<file path="src/rtl/ssp_pkg.sv">
package ssp_pkg;
    typedef enum logic {
        DIR_TX = 1'b0,
        DIR_RX = 1'b1
    } xfer_dir_e;
endpackage

</file>
<file path="src/rtl/ssp_clkgen.sv">
module ssp_clkgen #(
    parameter int BITS       = 8,
    parameter int LOW_FAST   = 2,
    parameter int LOW_SLOW   = 4,
    parameter int HIGH_TICKS = 2
) (
    input  logic clk,
    input  logic rst_n,
    input  logic tick,
    input  logic start,
    input  logic slow,
    input  logic run,
    output logic sclk,
    output logic rise_ev,
    output logic fall_ev,
    output logic end_ev
);
    localparam int MAXPH = (LOW_SLOW > HIGH_TICKS) ? LOW_SLOW : HIGH_TICKS;
    localparam int CW    = (MAXPH > 1) ? $clog2(MAXPH) : 1;
    localparam int BW    = (BITS > 1) ? $clog2(BITS) : 1;

    typedef struct packed {
        logic          sclk;
        logic          slow;
        logic [CW-1:0] cnt;
        logic [BW-1:0] bitn;
    } clk_st_t;

    clk_st_t q, d;
    logic [CW-1:0] low_lim;

    always_comb begin
        d       = q;
        rise_ev = 1'b0;
        fall_ev = 1'b0;
        end_ev  = 1'b0;
        low_lim = q.slow ? CW'(LOW_SLOW - 1) : CW'(LOW_FAST - 1);
        if (start) begin
            d.sclk = 1'b0;
            d.slow = slow;
            d.cnt  = '0;
            d.bitn = '0;
        end else if (run && tick) begin
            if (!q.sclk) begin
                if (q.cnt == low_lim) begin
                    d.sclk  = 1'b1;
                    d.cnt   = '0;
                    rise_ev = 1'b1;
                end else begin
                    d.cnt = q.cnt + 1'b1;
                end
            end else if (q.bitn == BW'(BITS - 1)) begin
                end_ev = 1'b1;
            end else if (q.cnt == CW'(HIGH_TICKS - 1)) begin
                d.sclk  = 1'b0;
                d.cnt   = '0;
                d.bitn  = q.bitn + 1'b1;
                fall_ev = 1'b1;
            end else begin
                d.cnt = q.cnt + 1'b1;
            end
        end
    end

    always_ff @(posedge clk or negedge rst_n) begin
        if (!rst_n) begin
            q <= '{sclk: 1'b1, slow: 1'b0, cnt: '0, bitn: '0};
        end else begin
            q <= d;
        end
    end

    assign sclk = q.sclk;

    // clock parks high whenever no transfer runs
    a_r12_idle_high: assert property (@(posedge clk) disable iff (!rst_n)
        !run |-> q.sclk);
    // no tick, no movement of the shift clock
    a_r11_tick_hold: assert property (@(posedge clk) disable iff (!rst_n)
        run && !tick && !start |=> $stable(q.sclk));
    // at most one timing event per cycle
    a_r2_single_event: assert property (@(posedge clk) disable iff (!rst_n)
        $onehot0({rise_ev, fall_ev, end_ev}));
endmodule

</file>
<file path="src/rtl/ssp_shifter.sv">
module ssp_shifter #(
    parameter int BITS = 8
) (
    input  logic            clk,
    input  logic            rst_n,
    input  logic            load_tx,
    input  logic            load_rx,
    input  logic [BITS-1:0] tx_data,
    input  logic            rx_mode,
    input  logic            rise_ev,
    input  logic            fall_ev,
    input  logic            end_ev,
    input  logic            sd_in,
    output logic            sd_out,
    output logic [BITS-1:0] rx_data
);
    typedef struct packed {
        logic [BITS-1:0] shreg;
        logic [BITS-1:0] rxd;
    } sh_st_t;

    sh_st_t q, d;

    always_comb begin
        d = q;
        if (load_tx) begin
            d.shreg = tx_data;
        end else if (load_rx) begin
            d.shreg = '0;
        end else if (rx_mode && rise_ev) begin
            d.shreg = {sd_in, q.shreg[BITS-1:1]};
        end else if (!rx_mode && fall_ev) begin
            d.shreg = {1'b0, q.shreg[BITS-1:1]};
        end
        if (rx_mode && end_ev) begin
            d.rxd = q.shreg;
        end
    end

    always_ff @(posedge clk or negedge rst_n) begin
        if (!rst_n) begin
            q <= '0;
        end else begin
            q <= d;
        end
    end

    assign sd_out  = q.shreg[0];
    assign rx_data = q.rxd;

    // transmit data moves only on a falling shift-clock event
    a_r5_data_hold: assert property (@(posedge clk) disable iff (!rst_n)
        !rx_mode && !fall_ev && !load_tx && !load_rx |=> $stable(sd_out));
    // received byte updates only at the end of a transfer
    a_r7_rx_stable: assert property (@(posedge clk) disable iff (!rst_n)
        !end_ev |=> $stable(rx_data));
endmodule

</file>
<file path="src/rtl/sync_shift_port.sv">
module sync_shift_port #(
    parameter int DATA_W     = 8,
    parameter int LOW_FAST   = 2,
    parameter int LOW_SLOW   = 4,
    parameter int HIGH_TICKS = 2
) (
    input  logic              clk,
    input  logic              rst_n,
    input  logic              osc_tick,
    input  logic              baud_slow,
    input  logic [DATA_W-1:0] tx_data,
    input  logic              tx_start,
    input  logic              rx_start,
    input  logic              flag_clr,
    input  logic              sd_in,
    output logic              sd_out,
    output logic              sd_oe,
    output logic              sclk,
    output logic              busy,
    output logic              done,
    output logic              done_flag,
    output logic [DATA_W-1:0] rx_data
);
    import ssp_pkg::*;

    typedef struct packed {
        logic      busy;
        xfer_dir_e dir;
        logic      oe;
        logic      done;
        logic      flag;
    } ctl_st_t;

    ctl_st_t q, d;
    logic start_tx, start_rx;
    logic rise_ev, fall_ev, end_ev;

    always_comb begin
        d        = q;
        d.done   = 1'b0;
        start_tx = !q.busy && tx_start;
        start_rx = !q.busy && !tx_start && rx_start;
        if (flag_clr) begin
            d.flag = 1'b0;
        end
        if (start_tx) begin
            d.busy = 1'b1;
            d.dir  = DIR_TX;
            d.oe   = 1'b1;
        end else if (start_rx) begin
            d.busy = 1'b1;
            d.dir  = DIR_RX;
            d.oe   = 1'b0;
        end else if (end_ev) begin
            d.busy = 1'b0;
            d.oe   = 1'b0;
            d.done = 1'b1;
            d.flag = 1'b1;
        end
    end

    always_ff @(posedge clk or negedge rst_n) begin
        if (!rst_n) begin
            q <= '{busy: 1'b0, dir: DIR_TX, oe: 1'b0, done: 1'b0, flag: 1'b0};
        end else begin
            q <= d;
        end
    end

    ssp_clkgen #(
        .BITS      (DATA_W),
        .LOW_FAST  (LOW_FAST),
        .LOW_SLOW  (LOW_SLOW),
        .HIGH_TICKS(HIGH_TICKS)
    ) u_clkgen (
        .clk    (clk),
        .rst_n  (rst_n),
        .tick   (osc_tick),
        .start  (start_tx | start_rx),
        .slow   (baud_slow),
        .run    (q.busy),
        .sclk   (sclk),
        .rise_ev(rise_ev),
        .fall_ev(fall_ev),
        .end_ev (end_ev)
    );

    ssp_shifter #(
        .BITS(DATA_W)
    ) u_shifter (
        .clk    (clk),
        .rst_n  (rst_n),
        .load_tx(start_tx),
        .load_rx(start_rx),
        .tx_data(tx_data),
        .rx_mode(q.dir == DIR_RX),
        .rise_ev(rise_ev),
        .fall_ev(fall_ev),
        .end_ev (end_ev),
        .sd_in  (sd_in),
        .sd_out (sd_out),
        .rx_data(rx_data)
    );

    assign sd_oe     = q.oe;
    assign busy      = q.busy;
    assign done      = q.done;
    assign done_flag = q.flag;

    // a running transfer is never cut short by new strobes
    a_r9_busy_holds: assert property (@(posedge clk) disable iff (!rst_n)
        q.busy && !end_ev |=> q.busy);
    // the line is released with the clock high and the done pulse
    a_r6_release: assert property (@(posedge clk) disable iff (!rst_n)
        $fell(q.oe) |-> sclk && q.done);
    // done lasts exactly one cycle and always sets the flag
    a_r8_done_pulse: assert property (@(posedge clk) disable iff (!rst_n)
        q.done |=> !q.done);
    a_r8_flag_set: assert property (@(posedge clk) disable iff (!rst_n)
        q.done |-> q.flag);
    // receive never drives the line
    a_r7_no_drive: assert property (@(posedge clk) disable iff (!rst_n)
        q.busy && q.dir == DIR_RX |-> !q.oe);
endmodule

</file>
<file path="config.mk">
export PLATFORM = sky130hd
export DESIGN_NAME = sync_shift_port
export DESIGN_NICKNAME = d
export VERILOG_FILES = /design/src/rtl/ssp_pkg.sv /design/src/rtl/ssp_clkgen.sv /design/src/rtl/ssp_shifter.sv /design/src/rtl/sync_shift_port.sv
export SDC_FILE = /design/constraint.sdc
export NUM_CORES = 1
export LEC_CHECK = 0
export ABC_AREA = 1
export CAP_MARGIN = 20
export CORE_ASPECT_RATIO = 2
export CORE_MARGIN = 2
export CORE_UTILIZATION = 47
export CTS_CLUSTER_SIZE = 14
export DETAILED_ROUTE_END_ITERATION = 7
export GPL_TIMING_DRIVEN = 0
export PLACE_DENSITY = 0.76
export SYNTH_ARGS = -nofsm -noshare
export SYNTH_HDL_FRONTEND = slang
export SYNTH_SLANG_ARGS = --single-unit
</file>
<file path="constraint.sdc">
create_clock -name clk -period 2.2 [get_ports clk]
set_clock_uncertainty 0.15 [all_clocks]
set_input_delay 0.44 -clock clk [delete_from_list [all_inputs] [get_ports clk]]
set_output_delay 0.44 -clock clk [all_outputs]
set_load 0.03 [all_outputs]
</file>
Word-level counts from Yosys, hierarchy flattened
Index checks and enable logic that the tools add are counted.

word-level totals
  output and inout bits = 14
  bits in registers = 28
  word-level logic and storage cells = 77
  input port bits = 16

operators by class
  bitwise operators = 1
  reduce and logical (&&, ||, !) cells = 18
  mux-type cells = 40
  add/sub/neg operators = 2
  equal/unequal tests = 5

operators with widths
  kind                                                                      count
  8-bit 2-to-1 mux                                                          4
  1-bit 2-to-1 mux                                                          23
  5-bit 2-to-1 mux                                                          3
  2-bit 2-to-1 mux                                                          6
  3-bit 2-to-1 mux                                                          4
  2-bit nonzero test                                                        4
  1-bit logical AND                                                         7
  4-bit AND reduction                                                       1
  4-bit nonzero test                                                        1
  3-bit by 1-bit adder with 3-bit output (second input constant)            1
  3-bit equality test (second input constant)                               1
  1-bit logical NOT                                                         3
  3-bit by 2-bit inequality test with 1-bit output (second input constant)  1
  3-bit nonzero test                                                        1
  2-bit by 1-bit adder with 2-bit output (second input constant)            1
  2-bit by 1-bit equality test with 1-bit output (second input constant)    1
  2-bit equality test                                                       1
  2-bit by 1-bit inequality test with 1-bit output (second input constant)  1
  2-bit AND reduction                                                       1
  1-bit bitwise OR                                                          1

Longest topological paths before layout
  depth in word-level cells = 11
  depth in mapped cells = 10
  gate-level depth less buffers = 10

Modules after synthesis
From an unflattened synthesis, not the netlist that was laid out.

second synthesis, totals
  cell total of the unflattened synthesis = 190
  area, all modules = 1,555.2 um^2

modules (own cells, without submodules)
  module           seq. area each (um^2)  times used  cells an instance  area each (um^2)
  ssp_shifter      400.4                  1           110                875.8
  ssp_clkgen       176.4                  1           58                 459.2
  sync_shift_port  125.1                  1           22                 220.2

Least setup slack after synthesis
Ideal clock, no wire load.

  path kind = register to register
  start = register u_clkgen.q[0] (netlist bit)
  end = register u_shifter.q, in the netlist u_shifter.sd_out
  setup time = 0.117 ns
  stages on the path, launching flop included = 9
  period minus slack after synthesis = 1.527 ns
  required time = 1.933 ns
  arrival time = 1.260 ns
  slack = 0.673 ns
  buffers on the path = 0
  path through = dfrtp_1 ha_1 ha_1 nor2_2 nand2_2 nand2_4 nand2_8 nand3_1 nand2_1

between the ends
  word-level cells in the longest chain between the ends = 7

ends and longest elaborated chain
  item                          RTL line           source
  start, declared               ssp_clkgen.sv:29   clk_st_t q, d;
  start signal, assigned        ssp_clkgen.sv:67   q <= '{sclk: 1'b1, slow: 1'b0, cnt: '0, bitn: '0};
  3-bit equality test           ssp_clkgen.sv:52   end else if (q.bitn == BW'(BITS - 1)) begin
  1-bit 2-to-1 mux              ssp_clkgen.sv:52
  1-bit 2-to-1 mux              ssp_clkgen.sv:44   if (!q.sclk) begin
  1-bit 2-to-1 mux              ssp_clkgen.sv:43   end else if (run && tick) begin
  1-bit 2-to-1 mux              ssp_clkgen.sv:38   if (start) begin
  1-bit logical AND             ssp_shifter.sv:32  end else if (!rx_mode && fall_ev) begin
  4-bit nonzero test (no line)  --
  end signal, assigned          ssp_shifter.sv:42  q <= '0;
  end signal, assigned          ssp_shifter.sv:44  q <= d;
  end, declared                 ssp_shifter.sv:22  sh_st_t q, d;

Every way passes these cells.
A chain may end at the register's enable or synchronous reset.

Worst setup path in the final report
  start = register u_clkgen.q, in the netlist u_clkgen.sclk
  end = output sclk

RTL lines
  item           RTL line               source
  end, declared  sync_shift_port.sv:18  output logic sclk,

No word-level cell between the ends.

==> summary.txt <==
Worst path max stage delay: 0.69 ns
detailed-route via count: 1,221
min-delay worst type: input pin to async pin
hold slack final: 0.3326 ns
Power Dens Cells: 1076 nW/um2
Setup WS pre-CTS: 0.2461 ns
Rel. slew slack: 67.59%
Via-to-Cell Ratio: 5.152
M2 GR Usage: 36.50%
crit path DAT: 1.57 ns
Final Hold Violating Endpoints: 0
Critical Path Start Type: flop
Syn Std Cell Area: 1501 um2
RSZ-0062 raised after global routing: false
Pins Over Slew Limit: 0
CTS Root Cell: clkbuf_8
routed len/inst: 13.00 um
vias in the first global route: 1,307
Synth Net Count: 192
fin nets: 227
max_cap viols: 0
total setup buffers inserted after CTS: 0
post-layout util: 61.83%
Tcrit/Tclk final: 98.17%
largest net degree at the start of global routing: 21
DR DRC count: 0
CTS Hold Bufs: 0
grt total ovfl: 0
# clock sinks: 28
Layout area overhead: 28.50%
Total GRT Usage: 19.40%
dpl hpwl: 2443 um
CP Capture Type: primary output
Critical-path top delay cell: clkdlybuf4s50_1
minimum clock period: 2.160 ns
Peak VDD IR: 0.0007342 V
clk_lat worst skew: 0.27 ns
Clock Path Buffers: 2
RePlAce Congestion: 0.8281
fraction of layout cells with a size suffix above 1: 19.42%
CTS tree: done
register area share after synthesis: 46.75%
Routed Wire Length: 3082 um
Final Setup Violations: 0
Syn. warnings: 0
initial antenna violation count: 0
Final Power: 2.075 mW
Core Area: 3120 um2
H-tree level count: 1
CP bufs+invs: 1
IO Pins: 30
met1 Use GR: 18.80%
Worst Tran Pin Value: 0.4846 ns
final setup TNS: 0 ns
Reg clk slew, reported paths: 0.09 ns
site row count: 29
DRT iter0 DRCs: 32
#FFs+latches synth: 28
GR Layer Usage met3: 3.463%
DIE WIDTH: 43.97 um
total CTS buffers: 3
Worst Path Max Fanout: 6
Top Family by Delay on Critical Path: buffers and inverters
count of different cell masters after synthesis: 24
Initial Utilization: 48.12%
I/O Buffers: 29
Final WS setup: 0.04035 ns
Max Fclk: 0.4630 GHz
antenna cell count: 0
status: finished clean
Mapped Cells: 172
Crit path required time: 1.61 ns
syn_area_per_cell: 8.729 um2
first-pass GRT wire length: 5444 um
GRT Max-Usage Layer: met2
Resized cells post-CTS: 0
critical-path cell list: clkdlybuf4s50_1
remaining antenna violation count: 0
Setup CP Type: flop to primary output
full die area: 3690 um2
Leakage Power: 0.9804 nW
Die H: 83.93 um
drt first pass iters: 4
[state kept, by name, summed over array words and instances (netlist names)]
| name | count |
|---|---|
| done | 1 |
| u_clkgen.q | 6 |
| u_shifter.sd_out | 1 |
| u_clkgen.sclk | 1 |
| u_shifter.q | 7 |
| done_flag | 1 |
| u_shifter.rx_data | 8 |
| busy | 1 |
| q | 1 |
| sd_oe | 1 |
[report_power, final]
part           total (mW)  switching [mW]  leakage, nW  internal [mW]
sequential          0.798           0.120        0.366          0.678
clock               0.402           0.158       0.0357          0.244
combinational       0.875           0.524        0.579          0.351
total                2.08           0.803        0.980           1.27
[per-layer routing]
layer	up-vias	part of all wire, %
li1	606	-
met1	584	36
met2	22	59
met3	9	2.3
met4	0	2.7
met5	-	0
[through the flow]
step                      std cells  cell area, um2
final                           237            1929
after CTS                       237            1929
after global placement          232            1831
after global routing            237            1929
after detailed placement        233            1858
after floorplan                 172            1501
[cell families after synthesis]
| kind of cell | share of synthesized area [%] |
|---|---|
| and+or+nand+nor | 31.42 |
| DFF | 46.75 |
| buffers and inverters | 10.83 |
| AOI/OAI and AO/OA | 7.667 |
| adders and majority gates | 3.333 |
[worst paths after layout]
check | start | end | slack [ns] | cells past startpoint
min in group clk | u_shifter.rx_data[3] | u_shifter.rx_data[3] | 0.33 | 2
worst max-delay path | u_clkgen.sclk | sclk | 0.04 | 1
worst min register to register | u_shifter.rx_data[3] | u_shifter.rx_data[3] | 0.33 | 2
worst min-delay path | rst_n | u_shifter.rx_data[0] | 0.33 | 1
max in group asynchronous | rst_n | u_clkgen.sclk | 1.02 | 2
worst max register to register | u_clkgen.q[0] | u_shifter.rx_data[7] | 0.49 | 8
[layout by cell type, fill, tap and decap left out, types with 4 or more instances in the layout]
cell type / instances
a21oi_1: 5
buf_4: 8
clkdlybuf4s50_1: 29
dfrtp_1: 27
ha_1: 4
inv_1: 12
nand2_1: 58
nand2_2: 7
nand3_1: 17
o21ai_0: 8
[cell usage after synthesis (all sizes together)]
cell     n  area [um2]
buf     11       102.6
a21oi    5       25.02
o21ai   12       82.59
dfrtp   27       675.7
ha       4       50.05
nand3b   1       7.510
nor2     6       37.54
dfstp    1       26.28
nand2   70       335.3
clkinv   1       3.750
nand4    1       6.260
o31ai    1       7.510
nand3   17       85.08
inv     15       56.30
[final cells by class]
class / count / area, um2
timing repair buffer: 30 / 317.8
inverter: 16 / 60.06
buffer: 11 / 102.6
fill: 262 / 1191
tap: 31 / 38.79
clock buffer: 3 / 41.29
multi-input combinational: 117 / 636.9
clock inverter: 1 / 30.03
sequential: 28 / 701.9
No activity file was read; power rests on OpenSTA's default activity.
